`src/rtl/lfsr_pkg.sv`:
```
`timescale 1ns/1ps
package lfsr_pkg;
  parameter int RES_W = 40;
  parameter int DIN_W = 16;
  parameter int CNT_W = 4;
  parameter int N_FB  = 4;
  parameter int ADDR_W = 5;

  localparam int SEL_W     = $clog2(RES_W);
  localparam int RES_BYTES = (RES_W + 7) / 8;
  localparam int RES_PAD   = RES_BYTES * 8;
  localparam int N_TAP     = N_FB + 1;

  localparam int A_RES    = 0;
  localparam int A_POLY   = A_RES + RES_BYTES;
  localparam int A_CMP    = A_POLY + RES_BYTES;
  localparam int A_CNT    = A_CMP + RES_BYTES;
  localparam int A_GATE   = A_CNT + 1;
  localparam int A_MODE   = A_GATE + 1;
  localparam int A_SEL    = A_MODE + 1;
  localparam int A_DIN_LO = A_SEL + N_TAP;
  localparam int A_DIN_HI = A_DIN_LO + 1;

  typedef struct packed {
    logic din_poly;
    logic fb2_feed;
    logic fb1_feed;
    logic din_feed;
    logic fb2_out;
    logic fb1_out;
    logic din_out;
    logic tap_out;
  } gate_t;

  typedef struct packed {
    logic autoload;
    logic lsb_exit;
    logic msb_first;
    logic trig_high;
    logic fb4_feed;
    logic fb3_feed;
  } mode_t;

  localparam int MODE_W = $bits(mode_t);

  function automatic logic [RES_W-1:0] put_byte(input logic [RES_W-1:0] v,
                                                input int k,
                                                input logic [7:0] b);
    logic [RES_PAD-1:0] pad;
    pad = RES_PAD'(v);
    pad[8*k +: 8] = b;
    return pad[RES_W-1:0];
  endfunction
endpackage

```
`src/rtl/lfsr_tap_mux.sv`:
```
`timescale 1ns/1ps
module lfsr_tap_mux #(
  parameter int W  = 40,
  parameter int SW = 6
) (
  input  logic [W-1:0]  vec,
  input  logic [SW-1:0] sel,
  output logic          bit_o
);
  always_comb begin
    bit_o = 1'b0;
    for (int i = 0; i < W; i++) begin
      if (sel == SW'(i)) bit_o = vec[i];
    end
  end
endmodule

```
`src/rtl/lfsr_step.sv`:
```
`timescale 1ns/1ps
module lfsr_step
  import lfsr_pkg::*;
#(
  parameter int W = 40
) (
  input  logic [W-1:0] res,
  input  logic [W-1:0] poly,
  input  logic         din_bit,
  input  logic [3:0]   fb,
  input  logic         tap_bit,
  input  gate_t        gate,
  input  logic         lsb_exit,
  input  logic         fb3_en,
  input  logic         fb4_en,
  output logic [W-1:0] res_next,
  output logic         out_bit
);
  logic         feed;
  logic         px;
  logic [W-1:0] shifted;

  always_comb begin
    feed = (gate.din_feed & din_bit) ^ (gate.fb1_feed & fb[0]) ^
           (gate.fb2_feed & fb[1]) ^ (fb3_en & fb[2]) ^ (fb4_en & fb[3]);
    out_bit = (gate.tap_out & tap_bit) ^ (gate.din_out & din_bit) ^
              (gate.fb1_out & fb[0]) ^ (gate.fb2_out & fb[1]);
    px = gate.din_poly & din_bit;
    shifted = lsb_exit ? {feed, res[W-1:1]} : {res[W-2:0], feed};
    res_next = px ? (shifted ^ poly) : shifted;
  end
endmodule

```
`src/rtl/lfsr_engine.sv`:
```
`timescale 1ns/1ps
module lfsr_engine
  import lfsr_pkg::*;
(
  input  logic              clk,
  input  logic              rst_n,
  input  logic              wr_en,
  input  logic [ADDR_W-1:0] wr_addr,
  input  logic [7:0]        wr_data,
  input  logic              al_strobe,
  input  logic [DIN_W-1:0]  al_word,
  output logic              busy,
  output logic              cmp_match,
  output logic [RES_W-1:0]  residue,
  output logic [DIN_W-1:0]  data_in,
  output logic [DIN_W-1:0]  data_out
);
  logic rs_a, rs_b;

  always_ff @(posedge clk or negedge rst_n) begin
    if (!rst_n) begin
      rs_a <= 1'b0;
      rs_b <= 1'b0;
    end else begin
      rs_a <= 1'b1;
      rs_b <= rs_a;
    end
  end

  logic [RES_W-1:0] res_q, res_n, poly_q, poly_n, cmpv_q, cmpv_n;
  logic [CNT_W-1:0] cnt_q, cnt_n, left_q, left_n, idx_q, idx_n;
  gate_t            gate_q, gate_n;
  mode_t            mode_q, mode_n;
  logic [SEL_W-1:0] sel_q [N_TAP];
  logic [SEL_W-1:0] sel_n [N_TAP];
  logic [DIN_W-1:0] din_q, din_n, dout_q, dout_n;
  logic             busy_q, busy_n, pend_q, pend_n, match_q, match_n;

  logic [N_TAP-1:0] tap_bits;
  logic             din_bit, out_bit, wr_ok, trig_hit;
  logic [RES_W-1:0] step_res;

  for (genvar t = 0; t < N_TAP; t++) begin : g_tap
    lfsr_tap_mux #(.W(RES_W), .SW(SEL_W)) u_mux (
      .vec(res_q), .sel(sel_q[t]), .bit_o(tap_bits[t])
    );
  end

  assign din_bit = mode_q.msb_first ? din_q[CNT_W'(DIN_W-1) - idx_q] : din_q[idx_q];

  lfsr_step #(.W(RES_W)) u_step (
    .res(res_q), .poly(poly_q), .din_bit(din_bit), .fb(tap_bits[3:0]),
    .tap_bit(tap_bits[N_TAP-1]), .gate(gate_q), .lsb_exit(mode_q.lsb_exit),
    .fb3_en(mode_q.fb3_feed), .fb4_en(mode_q.fb4_feed),
    .res_next(step_res), .out_bit(out_bit)
  );

  assign wr_ok    = wr_en & ~busy_q;
  assign trig_hit = wr_ok & (wr_addr == (mode_q.trig_high ? ADDR_W'(A_DIN_HI)
                                                          : ADDR_W'(A_DIN_LO)));

  always_comb begin
    res_n = res_q; poly_n = poly_q; cmpv_n = cmpv_q; cnt_n = cnt_q;
    gate_n = gate_q; mode_n = mode_q; din_n = din_q; dout_n = dout_q;
    left_n = left_q; idx_n = idx_q; busy_n = busy_q; pend_n = 1'b0;
    match_n = match_q;
    for (int t = 0; t < N_TAP; t++) sel_n[t] = sel_q[t];

    if (pend_q) match_n = (res_q == cmpv_q);

    if (busy_q) begin
      res_n  = step_res;
      dout_n = {out_bit, dout_q[DIN_W-1:1]};
      if (left_q == '0) begin
        busy_n = 1'b0;
        pend_n = 1'b1;
      end else begin
        left_n = left_q - 1'b1;
        idx_n  = idx_q + 1'b1;
      end
    end else begin
      if (al_strobe && mode_q.autoload) din_n = al_word;
      if (wr_ok) begin
        for (int k = 0; k < RES_BYTES; k++) begin
          if (wr_addr == ADDR_W'(A_RES + k))  res_n  = put_byte(res_q, k, wr_data);
          if (wr_addr == ADDR_W'(A_POLY + k)) poly_n = put_byte(poly_q, k, wr_data);
          if (wr_addr == ADDR_W'(A_CMP + k))  cmpv_n = put_byte(cmpv_q, k, wr_data);
        end
        for (int t = 0; t < N_TAP; t++) begin
          if (wr_addr == ADDR_W'(A_SEL + t)) sel_n[t] = wr_data[SEL_W-1:0];
        end
        if (wr_addr == ADDR_W'(A_CNT))    cnt_n  = wr_data[CNT_W-1:0];
        if (wr_addr == ADDR_W'(A_GATE))   gate_n = gate_t'(wr_data);
        if (wr_addr == ADDR_W'(A_MODE))   mode_n = mode_t'(wr_data[MODE_W-1:0]);
        if (wr_addr == ADDR_W'(A_DIN_LO)) din_n[7:0] = wr_data;
        if (wr_addr == ADDR_W'(A_DIN_HI)) din_n[DIN_W-1:8] = wr_data[DIN_W-9:0];
      end
      if (trig_hit) begin
        busy_n = 1'b1;
        left_n = cnt_q;
        idx_n  = '0;
      end
    end
  end

  always_ff @(posedge clk or negedge rs_b) begin
    if (!rs_b) begin
      res_q <= '0; poly_q <= '0; cmpv_q <= '0; cnt_q <= '0;
      gate_q <= '0; mode_q <= '0; din_q <= '0; dout_q <= '0;
      left_q <= '0; idx_q <= '0; busy_q <= 1'b0; pend_q <= 1'b0;
      match_q <= 1'b0;
      for (int t = 0; t < N_TAP; t++) sel_q[t] <= '0;
    end else begin
      res_q <= res_n; poly_q <= poly_n; cmpv_q <= cmpv_n; cnt_q <= cnt_n;
      gate_q <= gate_n; mode_q <= mode_n; din_q <= din_n; dout_q <= dout_n;
      left_q <= left_n; idx_q <= idx_n; busy_q <= busy_n; pend_q <= pend_n;
      match_q <= match_n;
      for (int t = 0; t < N_TAP; t++) sel_q[t] <= sel_n[t];
    end
  end

  assign busy      = busy_q;
  assign cmp_match = match_q;
  assign residue   = res_q;
  assign data_in   = din_q;
  assign data_out  = dout_q;
endmodule

```
`config.mk`:
```
export PLATFORM = sky130hd
export DESIGN_NAME = lfsr_engine
export DESIGN_NICKNAME = d
export VERILOG_FILES = /design/src/rtl/lfsr_pkg.sv /design/src/rtl/lfsr_tap_mux.sv /design/src/rtl/lfsr_step.sv /design/src/rtl/lfsr_engine.sv
export SDC_FILE = /design/constraint.sdc
export NUM_CORES = 1
export LEC_CHECK = 0
export BUFFER_PORTS_ARGS = -buffer_cell sky130_fd_sc_hd__buf_4
export CORE_UTILIZATION = 66
export DETAILED_ROUTE_END_ITERATION = 16
export PLACE_DENSITY = 0.86
export SLEW_MARGIN = 0
export SYNTH_ARGS = -nofsm -noshare
export SYNTH_HDL_FRONTEND = slang
export SYNTH_HIERARCHICAL = 1
export SYNTH_SLANG_ARGS = --single-unit
```
`constraint.sdc`:
```
create_clock -name clk -period 19.7 [get_ports clk]
set_input_delay 5.91 -clock clk [delete_from_list [all_inputs] [get_ports clk]]
set_output_delay 5.91 -clock clk [all_outputs]
set_load 0.02 [all_outputs]
```
==> out/qor.yml <==
grt_pass1_wl_um: 67600
cts_setup_buffers: 0
place.gp.congestion: 0.952
fillers: 1328
clk_latency_ps: 490
ant_nets: 0
reg2reg_from: "sel_q[7]$_DFFE_PN0P_"
synth_most_common_cell: "dfrtp_1"
num_rows: 52
gr-usage-all-layers_pct: 40.7
grt.overflow.total: 0
syn_area_per_cell_um2: 9.86
die_y_um: 147
grt_pass1_vias: 12100
synth_seq_cells: 213
dr.pass1.iters: 6
powerDensity_nw_per_um2: 141
dp_hpwl_um: 26800
status: "complete, no violations"
num_vias: 12200
viasPerCell: 7.03
critPathBufInv: 1
fin_crit_sh_pct: 38.8
critical_path.top_delay_family: "flip-flops"
ys_async_sr_fraction_pct: 100
drc: 0
synth_edf_count: 0
fp.dieW_um: 147
path_class: "reg2out"
synthTopCellsByArea: "dfrtp_1 39%, mux2_2 12%, mux2i_1 5.0%"
grt_antenna_before_repair: 0
synth_area_leader_cell: "dfrtp_1"
leakage_uw: 0.00642
switching_share_pct: 43.6
hold_class: "reg2reg"
clkSinkCount: 213
min_to: "rs_b$_DFF_PN0_"
reg2reg_slack_ps: 15860
synth_xor_xnor_area_share_pct: 5.81
synthCells: 1402
r2r_end: "residue[0]$_DFFE_PN0P_"
cts.clk_slew.worst_paths_ps: 60
end_kind: "output port"
synth_compound_area_share_pct: 17.1
crit_path_cell_trace: "buf_4"
holdBufCountCts: 0
irDropWorstVdd_mv: 0.0992
placed_area_um2: 14600
synth-simple-area-share_pct: 13.9
reg2reg_depth: 13
syn-num-nets: 1438
hold_depth: 0
post_cts_resized: 0
fin_nets: 1490
rsz0062_at_grt: "false"
synth_top_family_by_area: "multiplexers"
period_needed_ps: 7630
cp_data_required_time_ps: 13790
hold_violations: 0
cts_made_buffers: 21
grt_max_degree: 83
p_clk_share_pct: 19.1
cts_tree: "built"
synth_seq_area_share_pct: 38.6
max-clock-path-buffers: 3
worst_pin_slew_ps: 1280
htreeDepth: 1
drt-total-wl_um: 43300
slew_headroom_pct: 14.9
drive_above_1_share_pct: 24.7
seq_power_share_pct: 39.6
setup_viol: 0
power_switching_uw: 943
io_buffers: 106
maxCapViolations: 0
crit_path_start_kind: "flop"
pin_count: 107
synth_top_flop_cell: "dfrtp_1"
muxShareOfSynthArea_pct: 20.3
crit_slowest_cell: "dfrtp_1"
initial_utilization_pct: 67.9
root_buffer: "clkbuf_16"
die-area_um2: 21500
cp.arrival_ps: 1720
setup-tns-final_ps: 0
wl_per_cell_um: 24.9
fin_area_um2: 15300
worstPathMaxFanout: 15
critPathMaxStageDelay_ps: 950
ys_types: 71
finalNonFillerCells: 1737
yosys_warnings: 6
max_freq_mhz: 131
syn2layout_area_growth_pct: 11.0
netlist_area_um2: 13800
core_area_um2: 20400
place_inst: 1701
slew_violations: 0
n_antenna_cell: 0
synth_adder_area_share_pct: 0.271
ys_top_cells_by_count: "213 x dfrtp_1, 153 x mux2_2, 134 x nand2_1"
hold_ws_ps: 359
drt_iter0_markers: 1208
clock_skew_ps: 8.68
hp-start: "rs_a$_DFF_PN0_"
comb_power_share_pct: 41.3
internal_power_uw: 1220
synth_top_cell_area_share_pct: 38.6
[worst reg2reg max path: stages (launching register included)]
cell and delay [ps]:
dfrtp_1 990, mux2i_1 220, a2111oi_2 410, o21ai_1 130
a2111oi_2 330, o21ai_1 100, o211ai_1 260, nand2_1 140
xnor3_1 400, xnor2_1 210, mux2i_1 130, xor2_1 190
o21ai_0 150, a21oi_1 80
[flip-flops by register name (all words and copies together) (netlist names), 6 cells and up]
| register | cells |
|---|---|
| cmpv_q | 40 |
| data_in | 16 |
| data_out | 16 |
| gate_q | 8 |
| mode_q | 6 |
| poly_q | 40 |
| residue | 40 |
| sel_q | 30 |
[worst max path at each step]
stage                       startpoint                 endpoint  slack [ps]  cells after the start
3_3_place_gp                wr_addr[1]  data_in[13]$_DFFE_PN0N_       12220                      6
5_1_grt        residue[36]$_DFFE_PN0P_              residue[36]       12070                      1
3_5_place_dp                wr_addr[1]  residue[32]$_DFFE_PN0P_       12080                      5
4_1_cts        residue[36]$_DFFE_PN0P_              residue[36]       12080                      1
6_report       residue[36]$_DFFE_PN0P_              residue[36]       12070                      1
2_1_floorplan               wr_addr[3]    left_q[3]$_DFFE_PN0P_       12540                      6
[metal layers]
layer  vias to the layer above  track usage, %  wire, um
met5                         -               0         0
met4                         0            24.3      2760
met3                       225            10.3      5390
met2                       898            62.0     19200
met1                      5873            52.6     15900
li1                       5219               -         -
[cells in the final DEF (no fill, tap or decap), drive strengths merged, types with 11 or more instances in the layout]
master   instances
buf            122
xnor2           22
dfrtp          213
mux2           154
mux4            16
inv             29
clkbuf          31
o32ai           13
xor2            65
nor3b           11
mux2i           69
nand4           13
nor2b           18
nand2          134
a2111oi         20
a21oi           75
nor2           121
o22ai           34
nand2b          25
nand3           14
o21ai           99
a21o            12
nor3            15
[power by group through the flow]
| stage | clock network [uW] | logic, uW | registers (uW) |
|---|---|---|---|
| after global routing | 431 | 961 | 865 |
| after CTS | 414 | 878 | 840 |
| after floorplan | 0 | 621 | 756 |
| after global placement | 0 | 836 | 839 |
| final | 413 | 893 | 856 |
| after detailed placement | 0 | 867 | 847 |
[area by class of cell]
type	instances	area, um2	share of cell area, %
clock buffers	31	633	4.13
clock inverters	5	78.8	0.514
inverters	28	105	0.685
multi-input cells	1068	7930	51.7
flip-flops and latches	213	5340	34.8
well taps	270	338	2.20
repair buffers	122	916	5.97
[through the flow]
step	power [uW]	worst slack, ps	utilization (%)
global placement	1680	12220	71.8
finish	2160	12070	75.3
CTS	2130	12080	75.3
global route	2260	12070	75.3
floorplan	1380	12540	-
detailed placement	1710	12080	71.8
[kinds of logic (layout without fill, tap and decap cells)]
kind of cell               Yosys count  count (layout)
other                                1               1
xor gates and xnor gates            88              88
and+or+nand+nor                    394             394
buffers and inverters              121             186
adders and majority gates            3               3
muxes                              239             239
DFF                                213             213
AOI/OAI and AO/OA                  343             343
Note: power is estimated with default switching activity, not from simulation.
